`config.mk`:
```
export PLATFORM = sky130hd
export DESIGN_NAME = rtc_bank_mapper
export DESIGN_NICKNAME = d
export VERILOG_FILES = /design/src/rtl/rtcmap_pkg.sv /design/src/rtl/bank_select_regs.sv /design/src/rtl/live_time_counter.sv /design/src/rtl/time_snapshot.sv /design/src/rtl/rtc_bank_mapper.sv
export SDC_FILE = /design/constraint.sdc
export NUM_CORES = 1
export LEC_CHECK = 0
export CAP_MARGIN = 20
export CORE_MARGIN = 2
export CORE_UTILIZATION = 55
export CTS_BUF_LIST = sky130_fd_sc_hd__clkbuf_4 sky130_fd_sc_hd__clkbuf_8
export CTS_CLUSTER_DIAMETER = 60
export DETAILED_ROUTE_END_ITERATION = 12
export DONT_BUFFER_PORTS = 1
export PLACE_DENSITY = 0.73
export SLEW_MARGIN = 20
export SYNTH_ARGS = -nofsm -noshare
export SYNTH_HDL_FRONTEND = slang
export SYNTH_SLANG_ARGS = --single-unit
export TNS_END_PERCENT = 5
```
`constraint.sdc`:
```
create_clock -name clk -period 2 [get_ports clk]
set_input_delay 0.6 -clock clk [delete_from_list [all_inputs] [get_ports clk]]
set_output_delay 0.6 -clock clk [all_outputs]
set_load 0.02 [all_outputs]
```
`src/rtl/rtcmap_pkg.sv`:
```
package rtcmap_pkg;

    localparam int SEC_W        = 6;
    localparam int MIN_W        = 6;
    localparam int HOUR_W       = 5;
    localparam int DAY_W        = 9;
    localparam int CLK_REG_CNT  = 5;
    localparam int CLK_IDX_W    = $clog2(CLK_REG_CNT);
    localparam logic [7:0] CLK_SEL_BASE = 8'h08;
    localparam logic [7:0] EN_KEY       = 8'h0A;

    localparam logic [2:0] RGN_ENABLE = 3'd0;
    localparam logic [2:0] RGN_ROM    = 3'd1;
    localparam logic [2:0] RGN_RAMSEL = 3'd2;
    localparam logic [2:0] RGN_LATCH  = 3'd3;
    localparam logic [2:0] RGN_XRAM   = 3'd5;

    typedef struct packed {
        logic [SEC_W-1:0]  sec;
        logic [MIN_W-1:0]  min;
        logic [HOUR_W-1:0] hour;
        logic [DAY_W-1:0]  day;
        logic              halt;
        logic              ovf;
    } clk_time_t;

endpackage

```
`src/rtl/bank_select_regs.sv`:
```
module bank_select_regs
    import rtcmap_pkg::*;
#(
    parameter int ROM_W = 7,
    parameter int RAM_W = 2
) (
    input  logic                 clk,
    input  logic                 rst_n,
    input  logic                 wr_en,
    input  logic [2:0]           region,
    input  logic [7:0]           wdata,
    output logic [ROM_W-1:0]     rom_bank,
    output logic [RAM_W-1:0]     ram_bank,
    output logic                 acc_en,
    output logic                 clk_mode,
    output logic [CLK_IDX_W-1:0] clk_idx
);

    localparam logic [7:0] RAM_BANKS = 8'(1 << RAM_W);
    localparam logic [7:0] SEL_LAST  = CLK_SEL_BASE + 8'(CLK_REG_CNT - 1);

    typedef struct packed {
        logic [ROM_W-1:0]     rom;
        logic [RAM_W-1:0]     ram;
        logic                 en;
        logic                 mode;
        logic [CLK_IDX_W-1:0] idx;
    } sel_state_t;

    sel_state_t st_d, st_q;
    logic [7:0] idx_raw;

    always_comb begin
        st_d    = st_q;
        idx_raw = wdata - CLK_SEL_BASE;
        if (wr_en) begin
            case (region)
                RGN_ENABLE: begin
                    if (wdata == EN_KEY)     st_d.en = 1'b1;
                    else if (wdata == 8'h00) st_d.en = 1'b0;
                end
                RGN_ROM: begin
                    if (wdata[ROM_W-1:0] == '0) st_d.rom = ROM_W'(1);
                    else                        st_d.rom = wdata[ROM_W-1:0];
                end
                RGN_RAMSEL: begin
                    if (wdata < RAM_BANKS) begin
                        st_d.ram  = wdata[RAM_W-1:0];
                        st_d.mode = 1'b0;
                    end else if (wdata >= CLK_SEL_BASE && wdata <= SEL_LAST) begin
                        st_d.idx  = idx_raw[CLK_IDX_W-1:0];
                        st_d.mode = 1'b1;
                    end
                end
                default: ;
            endcase
        end
    end

    always_ff @(posedge clk) begin
        if (!rst_n) begin
            st_q     <= '0;
            st_q.rom <= ROM_W'(1);
        end else begin
            st_q <= st_d;
        end
    end

    assign rom_bank = st_q.rom;
    assign ram_bank = st_q.ram;
    assign acc_en   = st_q.en;
    assign clk_mode = st_q.mode;
    assign clk_idx  = st_q.idx;

    assert_enable_key_R1: assert property (@(posedge clk) disable iff (!rst_n)
        (wr_en && region == RGN_ENABLE && wdata == EN_KEY) |=> acc_en);

    assert_rom_zero_R2: assert property (@(posedge clk) disable iff (!rst_n)
        (wr_en && region == RGN_ROM && wdata[ROM_W-1:0] == '0) |=> rom_bank == ROM_W'(1));

    assert_ram_pick_R3: assert property (@(posedge clk) disable iff (!rst_n)
        (wr_en && region == RGN_RAMSEL && wdata < RAM_BANKS)
        |=> (!clk_mode && ram_bank == $past(wdata[RAM_W-1:0])));

    assert_bad_sel_R4: assert property (@(posedge clk) disable iff (!rst_n)
        (wr_en && region == RGN_RAMSEL && wdata >= RAM_BANKS && wdata < CLK_SEL_BASE)
        |=> ($stable(clk_mode) && $stable(clk_idx) && $stable(ram_bank)));

endmodule

```
`src/rtl/live_time_counter.sv`:
```
module live_time_counter
    import rtcmap_pkg::*;
(
    input  logic                 clk,
    input  logic                 rst_n,
    input  logic                 tick,
    input  logic                 ld_en,
    input  logic [CLK_IDX_W-1:0] ld_idx,
    input  logic [7:0]           ld_data,
    output clk_time_t            live
);

    localparam logic [SEC_W-1:0]  SEC_TOP  = SEC_W'(59);
    localparam logic [MIN_W-1:0]  MIN_TOP  = MIN_W'(59);
    localparam logic [HOUR_W-1:0] HOUR_TOP = HOUR_W'(23);
    localparam logic [DAY_W-1:0]  DAY_TOP  = '1;

    clk_time_t t_d, t_q;

    always_comb begin
        t_d = t_q;
        if (ld_en) begin
            case (ld_idx)
                CLK_IDX_W'(0): t_d.sec      = ld_data[SEC_W-1:0];
                CLK_IDX_W'(1): t_d.min      = ld_data[MIN_W-1:0];
                CLK_IDX_W'(2): t_d.hour     = ld_data[HOUR_W-1:0];
                CLK_IDX_W'(3): t_d.day[7:0] = ld_data;
                CLK_IDX_W'(4): begin
                    t_d.day[8] = ld_data[0];
                    t_d.halt   = ld_data[6];
                    t_d.ovf    = ld_data[7];
                end
                default: ;
            endcase
        end else if (tick && !t_q.halt) begin
            if (t_q.sec < SEC_TOP) begin
                t_d.sec = t_q.sec + 1'b1;
            end else begin
                t_d.sec = '0;
                if (t_q.min < MIN_TOP) begin
                    t_d.min = t_q.min + 1'b1;
                end else begin
                    t_d.min = '0;
                    if (t_q.hour < HOUR_TOP) begin
                        t_d.hour = t_q.hour + 1'b1;
                    end else begin
                        t_d.hour = '0;
                        if (t_q.day == DAY_TOP) begin
                            t_d.day = '0;
                            t_d.ovf = 1'b1;
                        end else begin
                            t_d.day = t_q.day + 1'b1;
                        end
                    end
                end
            end
        end
    end

    always_ff @(posedge clk) begin
        if (!rst_n) t_q <= '0;
        else        t_q <= t_d;
    end

    assign live = t_q;

    assert_sec_wrap_R6: assert property (@(posedge clk) disable iff (!rst_n)
        (tick && !ld_en && !live.halt && live.sec == SEC_TOP)
        |=> (live.sec == '0 && live.min != $past(live.min)));

    assert_ovf_sticky_R8: assert property (@(posedge clk) disable iff (!rst_n)
        (live.ovf && !(ld_en && ld_idx == CLK_IDX_W'(4))) |=> live.ovf);

    assert_halt_frozen_R9: assert property (@(posedge clk) disable iff (!rst_n)
        (live.halt && !ld_en) |=> $stable(live));

endmodule

```
`src/rtl/time_snapshot.sv`:
```
module time_snapshot
    import rtcmap_pkg::*;
(
    input  logic                 clk,
    input  logic                 rst_n,
    input  logic                 cmd_wr,
    input  logic [7:0]           cmd_data,
    input  clk_time_t            live,
    input  logic                 rd_active,
    input  logic [CLK_IDX_W-1:0] rd_idx,
    output logic [7:0]           rd_data
);

    typedef struct packed {
        clk_time_t snap;
        logic      held;
    } snap_state_t;

    snap_state_t s_d, s_q;

    always_comb begin
        s_d = s_q;
        if (cmd_wr) begin
            if (s_q.held && cmd_data == 8'h00) begin
                s_d.held = 1'b0;
            end else if (!s_q.held && cmd_data == 8'h01) begin
                s_d.snap = live;
                s_d.held = 1'b1;
            end
        end
    end

    always_ff @(posedge clk) begin
        if (!rst_n) s_q <= '0;
        else        s_q <= s_d;
    end

    always_comb begin
        rd_data = 8'h00;
        if (rd_active) begin
            case (rd_idx)
                CLK_IDX_W'(0): rd_data = 8'(s_q.snap.sec);
                CLK_IDX_W'(1): rd_data = 8'(s_q.snap.min);
                CLK_IDX_W'(2): rd_data = 8'(s_q.snap.hour);
                CLK_IDX_W'(3): rd_data = s_q.snap.day[7:0];
                CLK_IDX_W'(4): rd_data = {s_q.snap.ovf, s_q.snap.halt, 5'b0, s_q.snap.day[8]};
                default:       rd_data = 8'h00;
            endcase
        end
    end

    assert_snap_hold_R5: assert property (@(posedge clk) disable iff (!rst_n)
        !cmd_wr |=> $stable(s_q.snap));

    assert_relatch_blocked_R5: assert property (@(posedge clk) disable iff (!rst_n)
        (cmd_wr && s_q.held) |=> $stable(s_q.snap));

endmodule

```
`src/rtl/rtc_bank_mapper.sv`:
```
module rtc_bank_mapper
    import rtcmap_pkg::*;
#(
    parameter int ROM_W  = 7,
    parameter int RAM_W  = 2,
    parameter int ADDR_W = 16
) (
    input  logic                 clk,
    input  logic                 rst_n,
    input  logic                 bus_we,
    input  logic [ADDR_W-1:0]    bus_addr,
    input  logic [7:0]           bus_wdata,
    input  logic                 sec_tick,
    output logic [ROM_W-1:0]     rom_bank,
    output logic [RAM_W-1:0]     ram_bank,
    output logic                 xram_en,
    output logic                 clock_mode,
    output logic [CLK_IDX_W-1:0] clock_idx,
    output logic [7:0]           clock_rdata
);

    logic [2:0]        region;
    logic [ADDR_W-4:0] unused_low_addr;
    logic              win_active;
    logic              field_ld;
    logic              latch_cmd;
    clk_time_t         live;

    assign region          = bus_addr[ADDR_W-1:ADDR_W-3];
    assign unused_low_addr = bus_addr[ADDR_W-4:0];
    assign win_active      = xram_en && clock_mode;
    assign field_ld        = bus_we && region == RGN_XRAM && win_active;
    assign latch_cmd       = bus_we && region == RGN_LATCH;

    bank_select_regs #(.ROM_W(ROM_W), .RAM_W(RAM_W)) sel_i (
        .clk      (clk),
        .rst_n    (rst_n),
        .wr_en    (bus_we),
        .region   (region),
        .wdata    (bus_wdata),
        .rom_bank (rom_bank),
        .ram_bank (ram_bank),
        .acc_en   (xram_en),
        .clk_mode (clock_mode),
        .clk_idx  (clock_idx)
    );

    live_time_counter cnt_i (
        .clk     (clk),
        .rst_n   (rst_n),
        .tick    (sec_tick),
        .ld_en   (field_ld),
        .ld_idx  (clock_idx),
        .ld_data (bus_wdata),
        .live    (live)
    );

    time_snapshot snap_i (
        .clk       (clk),
        .rst_n     (rst_n),
        .cmd_wr    (latch_cmd),
        .cmd_data  (bus_wdata),
        .live      (live),
        .rd_active (win_active),
        .rd_idx    (clock_idx),
        .rd_data   (clock_rdata)
    );

    assert_ld_gated_R10: assert property (@(posedge clk) disable iff (!rst_n)
        (bus_we && region == RGN_XRAM && !win_active && !sec_tick) |=> $stable(live));

    assert_rd_idle_R11: assert property (@(posedge clk) disable iff (!rst_n)
        !win_active |-> clock_rdata == 8'h00);

endmodule

```
==> impl_metrics.env, run 1 <==
export IMPL_dr_pass1_iters=5
export IMPL_crit_top_cell="o22a_1"
export IMPL_grt_usage_pct=29.7
export IMPL_cts_root_buf="clkbuf_8"
export IMPL_p_total_mw=2.86
export IMPL_setup_viol=8
export IMPL_hpwl_um=7350
export IMPL_syn_to_final_growth_pct=21.4
export IMPL_wl_per_cell_um=17.8
export IMPL_violations="negative setup slack"
export IMPL_setup_ws_ns=-0.218
export IMPL_ys_flop_type="dfxtp_1"
export IMPL_rsz0062_at_grt="true"
export IMPL_ys_seq_area_share_pct=38.8
export IMPL_io_pins=50
export IMPL_seq_area_um2=1430
export IMPL_die_h_um=85.6
export IMPL_synth_area_per_cell_um2=8.05
export IMPL_synth_warnings=0
export IMPL_reg2reg_from="cnt_i.live[23]"
export IMPL_synth_top_area_share_pct=38.8
export IMPL_vias_per_cell=6.35
export IMPL_rows=29
export IMPL_p_leak_nw=1.53
export IMPL_p_int_mw=2.23
export IMPL_cts_inserted_buffers=9
export IMPL_start_util_pct=57.4
export IMPL_seqPwrFrac_pct=50.0
export IMPL_slowest_stage="dfxtp_2"
export IMPL_slowest_delay_ns=0.33
export IMPL_syn_inst=455
export IMPL_cp_start_kind="register"
export IMPL_clkLatencyLatePin_ns=0.35
export IMPL_power_frac_comb_pct=3.6
export IMPL_status="finished, violations left"
export IMPL_io_buffer_count=0
export IMPL_slew_limit_headroom_pct=57.6
export IMPL_worst_ir_drop_vdd_uv=494
export IMPL_cts_buffer_depth=2
export IMPL_gp_congestion=0.982
export IMPL_async_reset_ff_share_pct=0
export IMPL_worst_slew_pin_slew_ns=0.630
export IMPL_hold_viol=0
export IMPL_swShare_pct=22.1
export IMPL_final_cell_area_um2=4450
export IMPL_post_place_ws_ns=0.0499
export IMPL_antenna_found_initial=0
export IMPL_p_per_area_nw_per_um2=643
export IMPL_grt_max_degree=59
export IMPL_dieWidth_um=85.6
export IMPL_reg2reg_to="cnt_i.live[6]"
export IMPL_drive_gt1_share_pct=20.8
export IMPL_syn_area_um2=3660
export IMPL_cts_tree="built"
export IMPL_worst_endpoint_required_ns=1.40
export IMPL_synth_largest_area_cell="dfxtp_1"
export IMPL_routed_wirelength_um=10400
export IMPL_yosys_cell_types_count=68
export IMPL_final_nets=533
export IMPL_synth_edf_count=0
export IMPL_arrival_ns=1.62
export IMPL_path_clk_slew_ns=0.08
export IMPL_hold_class="input port to register"
export IMPL_end_kind="output port"
export IMPL_worst_path_buf_inv=2
export IMPL_skew_ns=0.00692
export IMPL_clock_sinks=71
export IMPL_clock_power_share_pct=46.4
export IMPL_crit_chain="buf_12 -> mux2i_2 -> o22a_1 -> o22a_1 -> nor2_1 -> buf_4"
export IMPL_cp_max_fo=15
export IMPL_grt_pass1_wl_um=17100
export IMPL_first_iter_violations=362
export IMPL_grt_pass1_vias=3421
export IMPL_hold_buffers=0
export IMPL_setup_worst_path_start="sel_i.clk_idx[1]"
export IMPL_place_area_um2=4150
export IMPL_cp_endpoint="clock_rdata[0]"
export IMPL_period_minus_slack_ns=2.22
export IMPL_slew_viol_final=0
export IMPL_h_tree_depth=3
export IMPL_critPathKind="register to output port"
export IMPL_dieArea_um2=7330
export IMPL_finalCritPeriodShare_pct=111
export IMPL_overflow=0
export IMPL_rr_worst_depth=6
export IMPL_cp_top_family="compound AO/OA/AOI/OAI gates"
export IMPL_nFillCells=509
export IMPL_cp_depth=6
export IMPL_ys_ff_latch=71
export IMPL_maxCapViolCount=0
export IMPL_drc=0
export IMPL_fmax_mhz=451
export IMPL_multi_input_area_um2=2170
export IMPL_synth_area_leaders="dfxtp_1 (39%), nand2_1 (8.7%), a21oi_1 (7.5%), mux2i_1 (4.1%), o21ai_0 (4.0%)"
export IMPL_syn_num_nets=488
export IMPL_antenna_cells=0
export IMPL_power_switching_mw=0.632
export IMPL_core_area_um2=6390
export IMPL_holdWs_ns=0.313
export IMPL_num_vias=3693
export IMPL_drt_antenna_violating_nets=0
export IMPL_r2r_slack_ns=0.03
how the worst min path moves through the flow:
stage | from | end | slack (ns) | cells after the start
2_1_floorplan | snap_i.s_q[8] | snap_i.s_q[8] | 0.43 | 2
3_3_place_gp | snap_i.s_q[22] | snap_i.s_q[22] | 0.44 | 2
3_5_place_dp | snap_i.s_q[17] | snap_i.s_q[17] | 0.45 | 2
4_1_cts | rst_n | sel_i.rom_bank[0] | 0.31 | 1
5_1_grt | rst_n | sel_i.rom_bank[0] | 0.33 | 1
6_report | rst_n | sel_i.rom_bank[0] | 0.31 | 1
cells by family after synthesis:
group	share of synthesized area [%]
mux	5.64
simple gates	25.5
compound gates	24.1
xor+xnor	0.717
buf+inv	3.52
fa+ha+maj	1.71
flops	38.8
cells in the final DEF, fill, tap and decap left out, drive strengths merged, types with 3 or more instances in the layout:
master	n
nand2	86
dfxtp	71
buf	60
a21oi	55
nor2	36
o21ai	31
nand3	20
mux2i	15
nor3	14
clkbuf	11
nand2b	6
a31oi	6
a221oi	6
nand4	6
nor3b	6
ha	5
a211oi	4
o31ai	4
and3	3
o32ai	3
xnor2	3
o31a	3
state kept, by name (all words and copies together), names as in the netlist:
signal,count
sel_i.rom_bank,7
sel_i.ram_bank,2
cnt_i.live,28
sel_i.clk_idx,3
snap_i.s_q,29
sel_i.clk_mode,1
sel_i.acc_en,1
power groups by stage:
stage	clock network, mW	registers, mW	logic, mW
after global placement	0	1.46	0.0964
after detailed placement	0	1.46	0.0988
after floorplan	0	1.46	0.0752
after CTS	1.33	1.43	0.100
after global routing	1.39	1.43	0.110
final	1.33	1.43	0.102
synthesized netlist by cell type, drive strengths merged (2+ instances only):
| master | n |
|---|---|
| a21o | 2 |
| mux2i | 15 |
| nor2 | 36 |
| a31o | 2 |
| o31ai | 4 |
| dfxtp | 71 |
| a311oi | 2 |
| xnor2 | 3 |
| a31oi | 6 |
| nand4 | 6 |
| clkbuf | 18 |
| o31a | 3 |
| nor4 | 2 |
| ha | 5 |
| o41ai | 2 |
| buf | 8 |
| o32ai | 3 |
| o22a | 2 |
| nand4b | 2 |
| inv | 2 |
| o21a | 2 |
| and4 | 2 |
| nor2b | 2 |
| nor3b | 6 |
| mux4 | 2 |
| or4 | 2 |
| nor3 | 14 |
| nand2b | 6 |
| a221oi | 6 |
| and2 | 2 |
| a211oi | 4 |
| o21ai | 31 |
| nand3 | 20 |
| o2111ai | 2 |
| a21oi | 55 |
| nand2 | 86 |
| and3 | 3 |
metrics by stage:
step / util, % / setup TNS [ns] / std cells
2_1_floorplan: - / -0.473 / 455
3_3_place_gp: 64.9 / 0 / 563
3_5_place_dp: 64.9 / 0 / 563
4_1_cts: 69.4 / -1.30 / 582
5_1_grt: 69.7 / -1.83 / 582
6_report: 69.7 / -1.16 / 582
final cells by class:
cell class | instances | area share, %
tap | 77 | 2.17
sequential | 71 | 32.1
timing repair buffer | 60 | 11.5
inverter | 3 | 0.253
clock inverter | 5 | 1.80
multi-input combinational | 355 | 48.8
clock buffer | 11 | 3.40
timing repair:
item	4_1_cts	5_1_grt
pin swaps	0	2
setup buffers	3	0
resized for setup	8	5
endpoints found under the setup margin	8	11
per-layer routing:
metal / share of wire [%] / global-route usage, % / wire [um]
met5: 0 / 0 / 0
met4: 4.0 / 13.7 / 411
met3: 8.1 / 6.26 / 841
met2: 44 / 43.8 / 4540
met1: 44 / 41.6 / 4570
Power figures use the tool's default switching activity.
==> run 2, diff against run 1 <==
SETUP_SLACK_MARGIN = 0.3   (was default)
SKIP_CTS_REPAIR_TIMING = 1   (was default)
==> impl_metrics.env, run 2 (same netlist as run 1, synthesis figures left out) <==
export IMPL_status="finished, violations left"
export IMPL_violations="negative setup slack"
export IMPL_grt_usage_pct=29.9
export IMPL_start_util_pct=57.4
export IMPL_cts_buffer_depth=2
export IMPL_rows=29
export IMPL_dieArea_um2=7330
export IMPL_worst_slew_pin_slew_ns=0.609
export IMPL_io_pins=50
export IMPL_period_minus_slack_ns=2.16
export IMPL_path_clk_slew_ns=0.08
export IMPL_slowest_stage="dfxtp_4"
export IMPL_regMostFlops="snap_i.s_q"
export IMPL_slew_limit_headroom_pct=59.1
export IMPL_grt_pass1_vias=3300
export IMPL_finalCritPeriodShare_pct=108
export IMPL_p_leak_nw=1.52
export IMPL_setup_viol=8
export IMPL_h_tree_depth=3
export IMPL_cts_root_buf="clkbuf_8"
export IMPL_final_cell_mix="nand2_1 (82), dfxtp_1 (57), a21oi_1 (48)"
export IMPL_hpwl_um=7770
export IMPL_final_cell_area_um2=4640
export IMPL_skew_ns=0.00968
export IMPL_clock_sinks=71
export IMPL_core_area_um2=6390
export IMPL_hold_class="input port to register"
export IMPL_maxCapViolCount=0
export IMPL_arrival_ns=1.56
export IMPL_first_iter_violations=272
export IMPL_largest_reg_flops=29
export IMPL_worst_endpoint_required_ns=1.40
export IMPL_overflow=0
export IMPL_p_per_area_nw_per_um2=641
export IMPL_place_area_um2=4170
export IMPL_syn_to_final_growth_pct=26.6
export IMPL_cts_inserted_buffers=9
export IMPL_nFillCells=475
export IMPL_routed_wirelength_um=11100
export IMPL_final_nets=525
export IMPL_worst_ir_drop_vdd_uv=449
export IMPL_rsz0062_at_grt="true"
export IMPL_antenna_found_initial=0
export IMPL_grt_max_degree=30
export IMPL_drt_antenna_violating_nets=0
export IMPL_rr_worst_depth=7
export IMPL_cp_start_kind="register"
export IMPL_crit_chain="buf_6 -> mux2_4 -> a22oi_2 -> nor3_4"
export IMPL_gp_congestion=0.922
export IMPL_wl_per_cell_um=19.4
export IMPL_cts_tree="built"
export IMPL_die_h_um=85.6
export IMPL_drc=0
export IMPL_cp_max_fo=8
export IMPL_clkLatencyLatePin_ns=0.35
export IMPL_slowest_delay_ns=0.46
export IMPL_grt_pass1_wl_um=17200
export IMPL_dr_pass1_iters=5
export IMPL_drive_gt1_share_pct=27.6
export IMPL_end_kind="output port"
export IMPL_vias_per_cell=6.41
export IMPL_hold_viol=0
export IMPL_setup_ws_ns=-0.164
export IMPL_final_common_cell="nand2_1"
export IMPL_io_buffer_count=0
export IMPL_holdPathStages=1
export IMPL_slew_viol_final=0
export IMPL_critPathKind="register to output port"
export IMPL_num_vias=3677
export IMPL_dieWidth_um=85.6
export IMPL_holdWs_ns=0.313
export IMPL_tns_ns=-1.09
export IMPL_antenna_cells=0
export IMPL_fmax_mhz=462
==> run 2: changes by cell type in the layout (fill, tap and decap cells not counted), moves of 5 or more <==
cell     previous run  this run
a21oi_2             0         5
buf_4              55        46
dfxtp_2             2        10
a21oi_1            55        48
dfxtp_1            68        57
==> run 2: routing by layer <==
metal  vias up  share of wire (%)  GRT usage [%]
li1       1738                  -              -
met1      1737                 44           41.4
met2       174                 46           46.1
met3        28                8.1           6.06
met4         0                2.3           11.5
met5         -                  0              0
==> run 2: per-stage QoR <==
stage | power [mW] | util [%] | instances | worst slack [ns]
2_1_floorplan | 1.54 | - | 455 | 0.0701
3_3_place_gp | 1.57 | 65.3 | 553 | 0.0665
3_5_place_dp | 1.57 | 65.3 | 553 | 0.0361
4_1_cts | 2.97 | 69.2 | 569 | -0.274
5_1_grt | 3.05 | 72.6 | 574 | -0.210
6_report | 2.98 | 72.6 | 574 | -0.164
==> run 2: cell type report <==
type | count | area (um^2) | share of cell area [%]
flip-flops and latches | 71 | 1450 | 31.2
clock inverters | 7 | 120 | 2.59
multi-input cells | 355 | 2390 | 51.5
well taps | 77 | 96.3 | 2.08
repair buffers | 52 | 448 | 9.66
clock buffers | 9 | 124 | 2.67
inverters | 3 | 11.3 | 0.243
==> run 2: final timing paths <==
path	start	end	slack, ns
setup / recovery	sel_i.clk_idx[1]	clock_rdata[5]	-0.16
hold / removal	rst_n	sel_i.rom_bank[0]	0.31
setup reg to reg	cnt_i.live[23]	cnt_i.live[3]	0.19
hold reg to reg	snap_i.s_q[11]	snap_i.s_q[11]	0.45
==> run 2: worst max-delay path: cells and delay by family (launching register included) <==
kind / cells / cell delay (ns)
flip-flops: 1 / 0.46
multiplexers: 1 / 0.31
AO/OA/AOI/OAI: 1 / 0.18
buffers and inverters: 1 / 0.17
AND/OR/NAND/NOR: 1 / 0.09
==> run 2: report_power, final <==
group | leakage (nW) | switching, mW | internal [mW]
logic | 0.815 | 0.0658 | 0.0508
registers | 0.581 | 0.0118 | 1.42
clock network | 0.120 | 0.598 | 0.833
total | 1.52 | 0.676 | 2.30
==> run 3, diff against run 2 <==
CELL_PAD_IN_SITES_DETAIL_PLACEMENT = 1   (was default)
CELL_PAD_IN_SITES_GLOBAL_PLACEMENT = 1   (was default)
CORE_UTILIZATION = 53   (was 55)
PLACE_DENSITY = default   (was 0.73)
PLACE_DENSITY_LB_ADDON = 0.1   (was default)
clock period = 2.6 ns   (was 2 ns; I/O delays follow)
==> impl_metrics.env, run 3 (same netlist as run 1, synthesis figures left out) <==
export IMPL_status="complete, no violations"
export IMPL_slew_viol_final=0
export IMPL_vias_per_cell=6.63
export IMPL_reg2reg_from="cnt_i.live[23]"
export IMPL_h_tree_depth=3
export IMPL_antenna_found_initial=0
export IMPL_crit_chain="buf_12 -> mux2i_1 -> o22a_1 -> o22a_1 -> nor2_1 -> buf_4"
export IMPL_worst_endpoint_required_ns=1.82
export IMPL_drive_gt1_share_pct=16.7
export IMPL_overflow=0
export IMPL_drt_antenna_violating_nets=0
export IMPL_cp_max_fo=10
export IMPL_end_kind="output port"
export IMPL_r2r_slack_ns=0.31
export IMPL_final_common_cell="nand2_1"
export IMPL_clkLatencyLatePin_ns=0.35
export IMPL_drc=0
export IMPL_hpwl_um=8530
export IMPL_grt_pass1_wl_um=19300
export IMPL_rr_worst_depth=6
export IMPL_period_minus_slack_ns=2.48
export IMPL_hold_viol=0
export IMPL_hold_class="register to register"
export IMPL_grt_usage_pct=33.4
export IMPL_grt_max_degree=32
export IMPL_holdPathEnd="snap_i.s_q[16]"
export IMPL_io_buffer_count=0
export IMPL_rsz0062_at_grt="true"
export IMPL_hold_path_startpoint="snap_i.s_q[16]"
export IMPL_clock_sinks=71
export IMPL_slew_limit_headroom_pct=56.0
export IMPL_dr_pass1_iters=6
export IMPL_wl_per_cell_um=22.4
export IMPL_cts_root_buf="clkbuf_8"
export IMPL_die_h_um=87.1
export IMPL_slowest_stage="dfxtp_4"
export IMPL_cts_inserted_buffers=9
export IMPL_dieArea_um2=7590
export IMPL_cp_top_family="compound AO/OA/AOI/OAI gates"
export IMPL_maxCapViolCount=0
export IMPL_syn_to_final_growth_pct=15.3
export IMPL_crit_top_cell="o22a_1"
export IMPL_postLayoutCoreUtil_pct=62.5
export IMPL_start_util_pct=54.2
export IMPL_slowest_delay_ns=0.37
export IMPL_num_vias=3704
export IMPL_final_cell_mix="nand2_1 (85), dfxtp_1 (68), a21oi_1 (55)"
export IMPL_cts_buffer_depth=2
export IMPL_largest_reg_flops=29
export IMPL_first_iter_violations=247
export IMPL_rows=30
export IMPL_finalCritPeriodShare_pct=95.3
export IMPL_worst_ir_drop_vdd_uv=319
export IMPL_arrival_ns=1.70
export IMPL_io_pins=50
export IMPL_setup_viol=0
export IMPL_dieWidth_um=87.1
export IMPL_worst_slew_pin_slew_ns=0.659
export IMPL_routed_wirelength_um=12500
export IMPL_reg2reg_to="cnt_i.live[4]"
export IMPL_regMostFlops="snap_i.s_q"
export IMPL_grt_pass1_vias=3665
export IMPL_worst_path_buf_inv=2
export IMPL_holdPathStages=2
export IMPL_critPathKind="register to output port"
export IMPL_p_per_area_nw_per_um2=538
export IMPL_core_area_um2=6760
export IMPL_final_cell_area_um2=4220
export IMPL_antenna_cells=0
export IMPL_gp_congestion=0.923
export IMPL_path_clk_slew_ns=0.08
export IMPL_cp_start_kind="register"
export IMPL_skew_ns=0.0128
export IMPL_place_area_um2=3880
export IMPL_cts_tree="built"
export IMPL_p_leak_nw=1.39
export IMPL_fmax_mhz=404
export IMPL_cp_depth=6
export IMPL_final_nets=507
==> run 3: through the flow <==
step	std cells	hold slack, ns	TNS [ns]	power, mW	setup slack (ns)
after floorplan	455	0.428	0	1.18	0.297
after global placement	537	0.439	0	1.19	0.336
after detailed placement	537	0.446	0	1.20	0.246
after CTS	553	0.457	-0.471	2.27	-0.149
after global routing	559	0.480	0	2.33	0.0750
final	559	0.459	0	2.27	0.122
==> run 3: where the power goes <==
part           internal, mW  switching [mW]  total, mW
clock                 0.641           0.460       1.10
combinational        0.0257          0.0459     0.0716
sequential             1.09          0.0119       1.10
==> run 3: worst min-delay path: cells and delay by family (launching register included) <==
family	cells	cell delay [ns]
flip-flops	1	0.32
AND/OR/NAND/NOR	1	0.05
AO/OA/AOI/OAI	1	0.05
==> run 3: final cells by class <==
type                            count  area, um^2
Fill cell                         802        2530
Tap cell                           80         100
Multi-Input combinational cell    355        2160
Clock buffer                        9         124
Timing Repair Buffer               34         280
Sequential cell                    71        1430
Inverter                            3        11.3
Clock inverter                      7         120
==> run 3: worst max-delay path by stage <==
| stage | startpoint | to | slack [ns] |
|---|---|---|---|
| CTS | sel_i.clk_idx[0] | clock_rdata[3] | -0.15 |
| floorplan | sel_i.clk_idx[2] | clock_rdata[0] | 0.30 |
| global route | sel_i.clk_idx[1] | clock_rdata[0] | 0.07 |
| global placement | sel_i.clk_idx[0] | clock_rdata[3] | 0.34 |
| finish | sel_i.clk_idx[1] | clock_rdata[0] | 0.12 |
| detailed placement | sel_i.clk_idx[0] | clock_rdata[3] | 0.25 |
==> run 3: per-layer routing <==
| layer | GRT usage (%) | part of all wire [%] |
|---|---|---|
| met5 | 0 | 0 |
| met4 | 11.7 | 2.0 |
| met3 | 6.16 | 5.8 |
| met2 | 54.3 | 48 |
| met1 | 44.6 | 44 |
